==> src/rtl/sol_pkg.sv <==
// Package for the addressed serial octal latch.
// Holds the default sizes and the bit positions of the synchronised pin bundle.
package sol_pkg;
    localparam int SOL_CHANNELS    = 8;
    localparam int SOL_CODE_W      = 12;
    localparam int SOL_SEG_BITS    = 2;
    localparam int SOL_SYNC_STAGES = 2;

    // Positions of each asynchronous pin inside the synchroniser bundle.
    typedef enum int {
        PIN_SCLK  = 0,
        PIN_FRAME = 1,
        PIN_DATA  = 2,
        PIN_ADDR  = 3,
        PIN_LOAD  = 4,
        PIN_CLEAR = 5,
        PIN_COUNT = 6
    } sol_pin_e;
endpackage

==> src/rtl/sol_sync.sv <==
// Multi-bit synchroniser.
// Each bit passes through STAGES flops on its own. Bits are treated as independent
// levels, and no bus coherence is assumed. Reset loads RST_VAL into every stage.
module sol_sync #(
    parameter int            N       = 1,
    parameter int            STAGES  = 2,
    parameter logic [N-1:0]  RST_VAL = '0
) (
    input  logic         clk,
    input  logic         rst_n,
    input  logic [N-1:0] din,
    output logic [N-1:0] q
);
    logic [N-1:0] chain_q [STAGES];

    // Shift pin levels through the flop chain.
    always_ff @(posedge clk) begin
        if (!rst_n) begin
            for (int i = 0; i < STAGES; i++) chain_q[i] <= RST_VAL;
        end else begin
            chain_q[0] <= din;
            for (int i = 1; i < STAGES; i++) chain_q[i] <= chain_q[i-1];
        end
    end

    assign q = chain_q[STAGES-1];
endmodule

==> src/rtl/sol_shifter.sv <==
// Serial receive and echo engine.
// It takes synchronised serial clock, frame and data levels and finds their edges.
// It captures WORD_W bits MSB first on serial-clock falls and then locks until the next
// frame fall. The captured word is shifted back out on rising serial-clock edges.
// Assumes the system clock is at least 4x the serial clock.
module sol_shifter #(
    parameter int WORD_W = 16
) (
    input  logic              clk,
    input  logic              rst_n,
    input  logic              sclk_s,
    input  logic              frame_s,
    input  logic              sdata_s,
    output logic [WORD_W-1:0] word,
    output logic              word_done,
    output logic              sdout
);
    localparam int CNT_W = $clog2(WORD_W + 1);

    logic              sclk_prev_q, frame_prev_q;
    logic              sclk_fall, sclk_rise, frame_fall;
    logic [WORD_W-1:0] sh_q, echo_q;
    logic [CNT_W-1:0]  cnt_q;
    logic              locked_q, done_q, echo_en_q, sdout_q;

    // Hold the previous synchronised levels for edge detection.
    always_ff @(posedge clk) begin
        if (!rst_n) begin
            sclk_prev_q  <= 1'b1;
            frame_prev_q <= 1'b0;
        end else begin
            sclk_prev_q  <= sclk_s;
            frame_prev_q <= frame_s;
        end
    end

    assign sclk_fall  = sclk_prev_q & ~sclk_s;
    assign sclk_rise  = ~sclk_prev_q & sclk_s;
    assign frame_fall = frame_prev_q & ~frame_s;

    // Capture bits, count to a full word, then lock until a frame fall.
    always_ff @(posedge clk) begin
        if (!rst_n) begin
            sh_q     <= '0;
            cnt_q    <= '0;
            locked_q <= 1'b1;
            done_q   <= 1'b0;
        end else begin
            done_q <= 1'b0;
            if (frame_fall) begin
                cnt_q    <= '0;
                locked_q <= 1'b0;
            end else if (sclk_fall && !locked_q) begin
                sh_q <= {sh_q[WORD_W-2:0], sdata_s};
                if (cnt_q == CNT_W'(WORD_W - 1)) begin
                    cnt_q    <= '0;
                    locked_q <= 1'b1;
                    done_q   <= 1'b1;
                end else begin
                    cnt_q <= cnt_q + 1'b1;
                end
            end
        end
    end

    // Load the echo register on capture and shift it out on rising edges.
    always_ff @(posedge clk) begin
        if (!rst_n) begin
            echo_q    <= '0;
            echo_en_q <= 1'b0;
            sdout_q   <= 1'b0;
        end else if (frame_fall) begin
            echo_en_q <= 1'b0;
        end else if (done_q) begin
            echo_q    <= sh_q;
            echo_en_q <= 1'b1;
        end else if (sclk_rise && echo_en_q) begin
            sdout_q <= echo_q[WORD_W-1];
            echo_q  <= {echo_q[WORD_W-2:0], 1'b0};
        end
    end

    assign word      = sh_q;
    assign word_done = done_q;
    assign sdout     = sdout_q;

    // once locked, the shift register is frozen until a frame fall.
    assert_locked_hold_R2: assert property (@(posedge clk) disable iff (!rst_n)
        (locked_q && !frame_fall) |=> $stable(sh_q));

    // an accepted falling edge lands the sampled data bit in the LSB.
    assert_sample_lsb_R1: assert property (@(posedge clk) disable iff (!rst_n)
        (sclk_fall && !locked_q && !frame_fall) |=> (sh_q[0] == $past(sdata_s)));

    // completion hands the whole word to the echo register.
    assert_echo_load_R3: assert property (@(posedge clk) disable iff (!rst_n)
        (done_q && !frame_fall) |=> (echo_q == $past(sh_q)));
endmodule

==> src/rtl/sol_latch_bank.sv <==
// Double-buffered latch bank.
// An accepted word writes one input latch when its address bit matches the strap.
// Load copies every input latch to its output latch in one cycle. Clear zeroes the
// output latches only and wins over load. All control inputs are already synchronised.
module sol_latch_bank #(
    parameter int CH     = 8,
    parameter int CODE_W = 12,
    parameter int SEL_W  = 3,
    parameter int WORD_W = CODE_W + SEL_W + 1
) (
    input  logic                         clk,
    input  logic                         rst_n,
    input  logic                         word_done,
    input  logic [WORD_W-1:0]            word,
    input  logic                         dev_addr,
    input  logic                         load_n,
    input  logic                         clear_n,
    output logic [CH-1:0][CODE_W-1:0]    out_codes
);
    localparam int ADDR_BIT = SEL_W;

    logic [CH-1:0][CODE_W-1:0] in_q, out_q;
    logic [SEL_W-1:0]          sel;
    logic                      hit;

    assign sel = word[SEL_W-1:0];
    assign hit = word_done && (word[ADDR_BIT] == dev_addr) && (int'(sel) < CH);

    // Write the selected input latch from an accepted word.
    always_ff @(posedge clk) begin
        if (!rst_n) in_q <= '0;
        else if (hit) in_q[sel] <= word[WORD_W-1 -: CODE_W];
    end

    // Update the output latches: clear first, then a global load.
    always_ff @(posedge clk) begin
        if (!rst_n)        out_q <= '0;
        else if (!clear_n) out_q <= '0;
        else if (!load_n)  out_q <= in_q;
    end

    assign out_codes = out_q;

    // a word with a mismatched address bit leaves the input latches alone.
    assert_reject_R4: assert property (@(posedge clk) disable iff (!rst_n)
        (word_done && (word[ADDR_BIT] != dev_addr)) |=> $stable(in_q));

    // a load without clear copies every input latch at once.
    assert_load_all_R5: assert property (@(posedge clk) disable iff (!rst_n)
        (clear_n && !load_n) |=> (out_q == $past(in_q)));

    // a clear zeroes the outputs and R7: it overrides a simultaneous load.
    assert_clear_zero_R6: assert property (@(posedge clk) disable iff (!rst_n)
        (!clear_n) |=> (out_q == '0));
    assert_clear_wins_R7: assert property (@(posedge clk) disable iff (!rst_n)
        (!clear_n && !load_n) |=> (out_q == '0));

    // a clear does not touch the input latches.
    assert_clear_keeps_R6: assert property (@(posedge clk) disable iff (!rst_n)
        (!clear_n && !word_done) |=> $stable(in_q));
endmodule

==> src/rtl/sol_segdec.sv <==
// Per-channel segmented switch decoder.
// The top SEG_BITS of each code become a thermometer over SEG_N equal-weight enables.
// The remaining low bits pass straight through as binary-weighted switch lines. Purely
// combinational. The clock and reset exist only for the guarding property.
module sol_segdec #(
    parameter int CH       = 8,
    parameter int CODE_W   = 12,
    parameter int SEG_BITS = 2,
    parameter int SEG_N    = (1 << SEG_BITS) - 1,
    parameter int LOW_W    = CODE_W - SEG_BITS
) (
    input  logic                       clk,
    input  logic                       rst_n,
    input  logic [CH-1:0][CODE_W-1:0]  codes,
    output logic [CH-1:0][SEG_N-1:0]   seg_en,
    output logic [CH-1:0][LOW_W-1:0]   bin_en
);
    for (genvar c = 0; c < CH; c++) begin : g_ch
        logic [SEG_BITS-1:0] top;
        assign top = codes[c][CODE_W-1 -: SEG_BITS];

        // Each segment enable turns on once the top field exceeds its index.
        for (genvar k = 0; k < SEG_N; k++) begin : g_seg
            assign seg_en[c][k] = (int'(top) > k);
        end

        assign bin_en[c] = codes[c][LOW_W-1:0];

        // the number of active segments equals the top-field value.
        assert_thermo_R8: assert property (@(posedge clk) disable iff (!rst_n)
            ($countones(seg_en[c]) == int'(top)));
    end
endmodule

==> src/rtl/serial_octal_latch.sv <==
// Top of the addressed serial octal latch front end.
// It synchronises the asynchronous pins, receives and echoes serial words, writes
// the addressed input latch, moves the latch bank on load or clear, and decodes each
// output code into switch drives. Assumes clk is at least 4x the serial clock.
module serial_octal_latch
    import sol_pkg::*;
#(
    parameter int CHANNELS    = SOL_CHANNELS,
    parameter int CODE_W      = SOL_CODE_W,
    parameter int SEG_BITS    = SOL_SEG_BITS,
    parameter int SYNC_STAGES = SOL_SYNC_STAGES,
    parameter int SEL_W       = $clog2(CHANNELS),
    parameter int SEG_N       = (1 << SEG_BITS) - 1,
    parameter int LOW_W       = CODE_W - SEG_BITS
) (
    input  logic                         clk,
    input  logic                         rst_n,
    input  logic                         ser_clk,
    input  logic                         frame_n,
    input  logic                         ser_din,
    input  logic                         dev_addr,
    input  logic                         load_n,
    input  logic                         clear_n,
    output logic                         ser_dout,
    output logic [CHANNELS*CODE_W-1:0]   code_out,
    output logic [CHANNELS*SEG_N-1:0]    seg_en,
    output logic [CHANNELS*LOW_W-1:0]    bin_en
);
    localparam int WORD_W = CODE_W + SEL_W + 1;
    localparam int NPIN   = PIN_COUNT;
    // Idle levels: serial clock high, frame low (no false fall), load and clear inactive.
    localparam logic [NPIN-1:0] PIN_RST =
        NPIN'((1 << PIN_SCLK) | (1 << PIN_LOAD) | (1 << PIN_CLEAR));

    logic [NPIN-1:0]                    pins_raw, pins_s;
    logic [WORD_W-1:0]                  word;
    logic                               word_done;
    logic [CHANNELS-1:0][CODE_W-1:0]    codes;
    logic [CHANNELS-1:0][SEG_N-1:0]     seg_w;
    logic [CHANNELS-1:0][LOW_W-1:0]     bin_w;

    always_comb begin
        pins_raw            = '0;
        pins_raw[PIN_SCLK]  = ser_clk;
        pins_raw[PIN_FRAME] = frame_n;
        pins_raw[PIN_DATA]  = ser_din;
        pins_raw[PIN_ADDR]  = dev_addr;
        pins_raw[PIN_LOAD]  = load_n;
        pins_raw[PIN_CLEAR] = clear_n;
    end

    sol_sync #(.N(NPIN), .STAGES(SYNC_STAGES), .RST_VAL(PIN_RST)) u_sync (
        .clk   (clk),
        .rst_n (rst_n),
        .din   (pins_raw),
        .q     (pins_s)
    );

    sol_shifter #(.WORD_W(WORD_W)) u_shift (
        .clk       (clk),
        .rst_n     (rst_n),
        .sclk_s    (pins_s[PIN_SCLK]),
        .frame_s   (pins_s[PIN_FRAME]),
        .sdata_s   (pins_s[PIN_DATA]),
        .word      (word),
        .word_done (word_done),
        .sdout     (ser_dout)
    );

    sol_latch_bank #(.CH(CHANNELS), .CODE_W(CODE_W), .SEL_W(SEL_W), .WORD_W(WORD_W)) u_bank (
        .clk       (clk),
        .rst_n     (rst_n),
        .word_done (word_done),
        .word      (word),
        .dev_addr  (pins_s[PIN_ADDR]),
        .load_n    (pins_s[PIN_LOAD]),
        .clear_n   (pins_s[PIN_CLEAR]),
        .out_codes (codes)
    );

    sol_segdec #(.CH(CHANNELS), .CODE_W(CODE_W), .SEG_BITS(SEG_BITS),
                 .SEG_N(SEG_N), .LOW_W(LOW_W)) u_dec (
        .clk    (clk),
        .rst_n  (rst_n),
        .codes  (codes),
        .seg_en (seg_w),
        .bin_en (bin_w)
    );

    assign code_out = codes;
    assign seg_en   = seg_w;
    assign bin_en   = bin_w;
endmodule

==> config.mk <==
export PLATFORM = sky130hd
export DESIGN_NAME = serial_octal_latch
export DESIGN_NICKNAME = d
export VERILOG_FILES = /design/src/rtl/sol_pkg.sv /design/src/rtl/sol_sync.sv /design/src/rtl/sol_shifter.sv /design/src/rtl/sol_latch_bank.sv /design/src/rtl/sol_segdec.sv /design/src/rtl/serial_octal_latch.sv
export SDC_FILE = /design/constraint.sdc
export NUM_CORES = 1
export LEC_CHECK = 0
export CORE_MARGIN = 8
export CORE_UTILIZATION = 46
export DETAILED_ROUTE_END_ITERATION = 8
export PLACE_DENSITY = 0.74
export SLEW_MARGIN = 30
export SYNTH_ARGS = -nofsm -noshare
export SYNTH_HDL_FRONTEND = slang
export SYNTH_SLANG_ARGS = --single-unit
==> constraint.sdc <==
create_clock -name clk -period 1.8 [get_ports clk]
set_input_delay 0.27 -clock clk [delete_from_list [all_inputs] [get_ports clk]]
set_output_delay 0.27 -clock clk [all_outputs]
set_load 0.05 [all_outputs]
==> flow_metrics.env <==
export IMPL_grt_start_max_net_pins=49
export IMPL_cts_htree_levels=1
export IMPL_dieHeight_um=161
export IMPL_tightest_slew_ns=0.591
export IMPL_remaining_drc_errors=0
export IMPL_placedCellCount=1315
export IMPL_timing_setup_critical_path_class="register to output port"
export IMPL_routed_wirelength_um=22500
export IMPL_regToRegStartpoint="u_shift.word[0]"
export IMPL_avgViaCountPerCell=4.87
export IMPL_crit_path_cell_trace="dlygate4sd2_1"
export IMPL_status="finished clean"
export IMPL_number_of_top_level_pins=209
export IMPL_hold_viol_final=0
export IMPL_setup_slack_ns=0.105
export IMPL_grt_pass1_vias=6598
export IMPL_netlist_top_cell_by_area="dfxtp_1"
export IMPL_setup_viol_count_final=0
export IMPL_timing_setup_tns_ns=0
export IMPL_register_to_register_setup_slack_ns=0.17
export IMPL_synth_ff_latch_count=247
export IMPL_timing_hold_worst_class="primary input to register"
export IMPL_synthesis_area_per_instance_um2=10.2
export IMPL_place_gp_congestion=0.852
export IMPL_mappedNetlistNets=950
export IMPL_insertedDiodeCount=0
export IMPL_worst_hold_startpoint="rst_n"
export IMPL_post_synth_top_area_fraction=0.514
export IMPL_static_leakage_power_nw=6.10
export IMPL_critPathTopFamily="buffers and inverters"
export IMPL_yosysUniqueCellTypes=37
export IMPL_cpMaxStageDelayCell="dlygate4sd2_1"
export IMPL_max_slew_violation_total_from_the_final_report=0
export IMPL_die_width_um=161
export IMPL_worst_setup_hold_path_clk_slew_ns=0.06
export IMPL_total_die_area_um2=25800
export IMPL_dpl_hpwl_um=15600
export IMPL_synth_edf_count=0
export IMPL_synthArstFlopShare=0
export IMPL_cts_buffers=25
export IMPL_sequential_element_share_of_the_synthesized_area=0.514
export IMPL_netlist_area_um2=9630
export IMPL_syn_inst=941
export IMPL_post_cts_resized=73
export IMPL_number_of_antenna_violations_at_the_first_check_in_global_routing=0
export IMPL_startpoint_types="register"
export IMPL_hold_depth=2
export IMPL_timing_max_cap_violations=0
export IMPL_maxSlewHeadroom=0.605
export IMPL_row_count=53
export IMPL_r2r_cells=4
export IMPL_critPathArrivalTime_ns=1.42
export IMPL_critical_path_max_stage_delay_ns=0.55
export IMPL_grt_first_pass_wirelength_um=36100
export IMPL_cts_root_buf="clkbuf_16"
export IMPL_drt_pre_antenna_iters=4
export IMPL_post_route_period_util=0.942
export IMPL_flow_area_growth_from_synthesis_pct=24.4
export IMPL_timing_fmax_ghz=0.590
export IMPL_dominantRegCellSynth="dfxtp_1"
export IMPL_design_final_nets=1076
export IMPL_cts_setup_buffers=0
export IMPL_finish_cell_count_without_fillers=1359
export IMPL_worst_endpoint_required_ns=1.53
export IMPL_power_density_nw_per_um2=907
export IMPL_effective_utilization_at_floorplan=0.464
export IMPL_cp_num_buf_inv=1
export IMPL_skew_ns=0.0125
export IMPL_clockBufferDepth=3
export IMPL_grtUsageTotal=0.168
export IMPL_worst_setup_path_end_kind="output port"
export IMPL_ys_top_cells_by_area="dfxtp_1, mux2i_1, buf_4, nand2_1, nor2_1"
export IMPL_layout_drive_gt1_share=0.220
export IMPL_final_period_minus_worst_setup_slack_ns=1.69
export IMPL_place_ws_ns=0.136
export IMPL_via_count=6618
export IMPL_layout_core_utilization=0.577
export IMPL_global_route_total_overflow=0
export IMPL_ctsHoldBuffers=0
export IMPL_ant_nets=0
export IMPL_regToRegEndpoint="u_bank.in_q[15]"
export IMPL_yosys_warnings=0
export IMPL_min_to="u_shift.echo_q[14]"
export IMPL_vdd_ir_drop_worst_mv=0.560
export IMPL_route_detailed_wl_per_inst_um=16.6
export IMPL_worstSkewPairLatency_ns=0.51
export IMPL_path_depth=1
export IMPL_cts_tree="built"
export IMPL_core_area_um2=20800
export IMPL_rsz_0062_raised_after_global_routing="no"
export IMPL_n_fill_cell=1792
export IMPL_drt_iter0_drc=306
export IMPL_clkSinkCount=247
export IMPL_port_buffers=208
export IMPL_timing_critical_path_fanout_max=4
-- state kept, by name, indices dropped and copies added (netlist names) --
register              cells
u_shift.word             16
u_shift.sclk_prev_q       1
u_shift.echo_q           16
u_shift.cnt_q             5
u_shift.locked_q          1
u_sync.chain_q           12
u_shift.word_done         1
u_shift.frame_prev_q      1
u_bank.in_q              96
u_bank.out_codes         96
u_shift.echo_en_q         1
u_shift.sdout             1
-- report_power, final --
group | internal (mW) | switching [mW] | total [mW]
clock network | 3.09 | 2.04 | 5.13
logic | 0.0875 | 0.156 | 0.244
registers | 5.48 | 0.0102 | 5.49
total | 8.65 | 2.21 | 10.9
-- synth_stat cells (4+ instances only) --
library cell	instances
dfxtp_1	247
mux2i_1	224
nand2_1	134
nor2_1	102
buf_4	83
clkbuf_1	46
and2_1	15
o221a_2	12
nand2b_1	11
buf_2	10
or2_2	8
buf_6	4
nand3_1	4
or4_1	4
-- worst max-delay path by stage --
stage / slack [ns] / to / start
finish: 0.11 / code_out[34] / u_bank.out_codes[34]
global route: 0.06 / code_out[49] / u_bank.out_codes[49]
CTS: -0.04 / seg_en[21] / u_bank.out_codes[95]
detailed placement: 0.14 / u_bank.in_q[51] / u_shift.word[3]
global placement: 0.22 / seg_en[21] / u_bank.out_codes[94]
floorplan: 0.25 / u_bank.in_q[46] / u_shift.word[3]
-- logic make-up (layout without fill, tap and decap cells) --
logic type / Yosys count / count (layout) / synth area share
XOR/XNOR: 2 / 2 / 0.00182
flip-flops: 247 / 247 / 0.514
AO/OA/AOI/OAI: 25 / 25 / 0.0237
multiplexers: 225 / 225 / 0.234
AND/OR/NAND/NOR: 293 / 293 / 0.131
buffers and inverters: 148 / 291 / 0.0945
adder cells (fa/ha/maj): 1 / 1 / 0.00130
-- layout by cell type (no fill, tap or decap), types with 4 or more instances in the layout --
| master | n |
|---|---|
| nand2_1 | 133 |
| nand2b_1 | 11 |
| nor2_1 | 102 |
| buf_4 | 159 |
| or4_1 | 4 |
| clkinv_2 | 5 |
| clkbuf_16 | 25 |
| nand3_1 | 4 |
| or2_2 | 8 |
| dlygate4sd2_1 | 72 |
| clkbuf_8 | 10 |
| dfxtp_1 | 246 |
| and2_1 | 15 |
| o221a_2 | 12 |
| clkdlybuf4s50_1 | 6 |
| mux2i_1 | 224 |
| buf_12 | 7 |
-- area by class of cell --
cell class | count | area [um2] | share of cell area
sequential | 247 | 4950 | 0.413
multi-input combinational | 546 | 3810 | 0.318
timing repair buffer | 245 | 2030 | 0.169
clock buffer | 36 | 767 | 0.0640
tap | 275 | 344 | 0.0287
clock inverter | 8 | 70.1 | 0.00585
inverter | 2 | 7.51 | 0.000627
-- metal layers --
| layer | vias up | global-route usage | share of wire | wire length (um) |
|---|---|---|---|---|
| met5 | - | 0 | 0 | 0 |
| met4 | 0 | 0.0365 | 0.015 | 330 |
| met3 | 25 | 0.0376 | 0.049 | 1110 |
| met2 | 140 | 0.293 | 0.48 | 10900 |
| met1 | 3140 | 0.209 | 0.45 | 10100 |
| li1 | 3313 | - | - | - |
-- per-stage QoR --
stage | hold WS, ns | total power, mW | area (um2)
2_1_floorplan | 0.371 | 5.77 | 9630
3_3_place_gp | 0.392 | 5.86 | 11200
3_5_place_dp | 0.392 | 5.86 | 11200
4_1_cts | 0.188 | 11.0 | 12000
5_1_grt | 0.210 | 11.2 | 12000
6_report | 0.203 | 10.9 | 12000
Note: power is estimated with default switching activity, not from simulation.
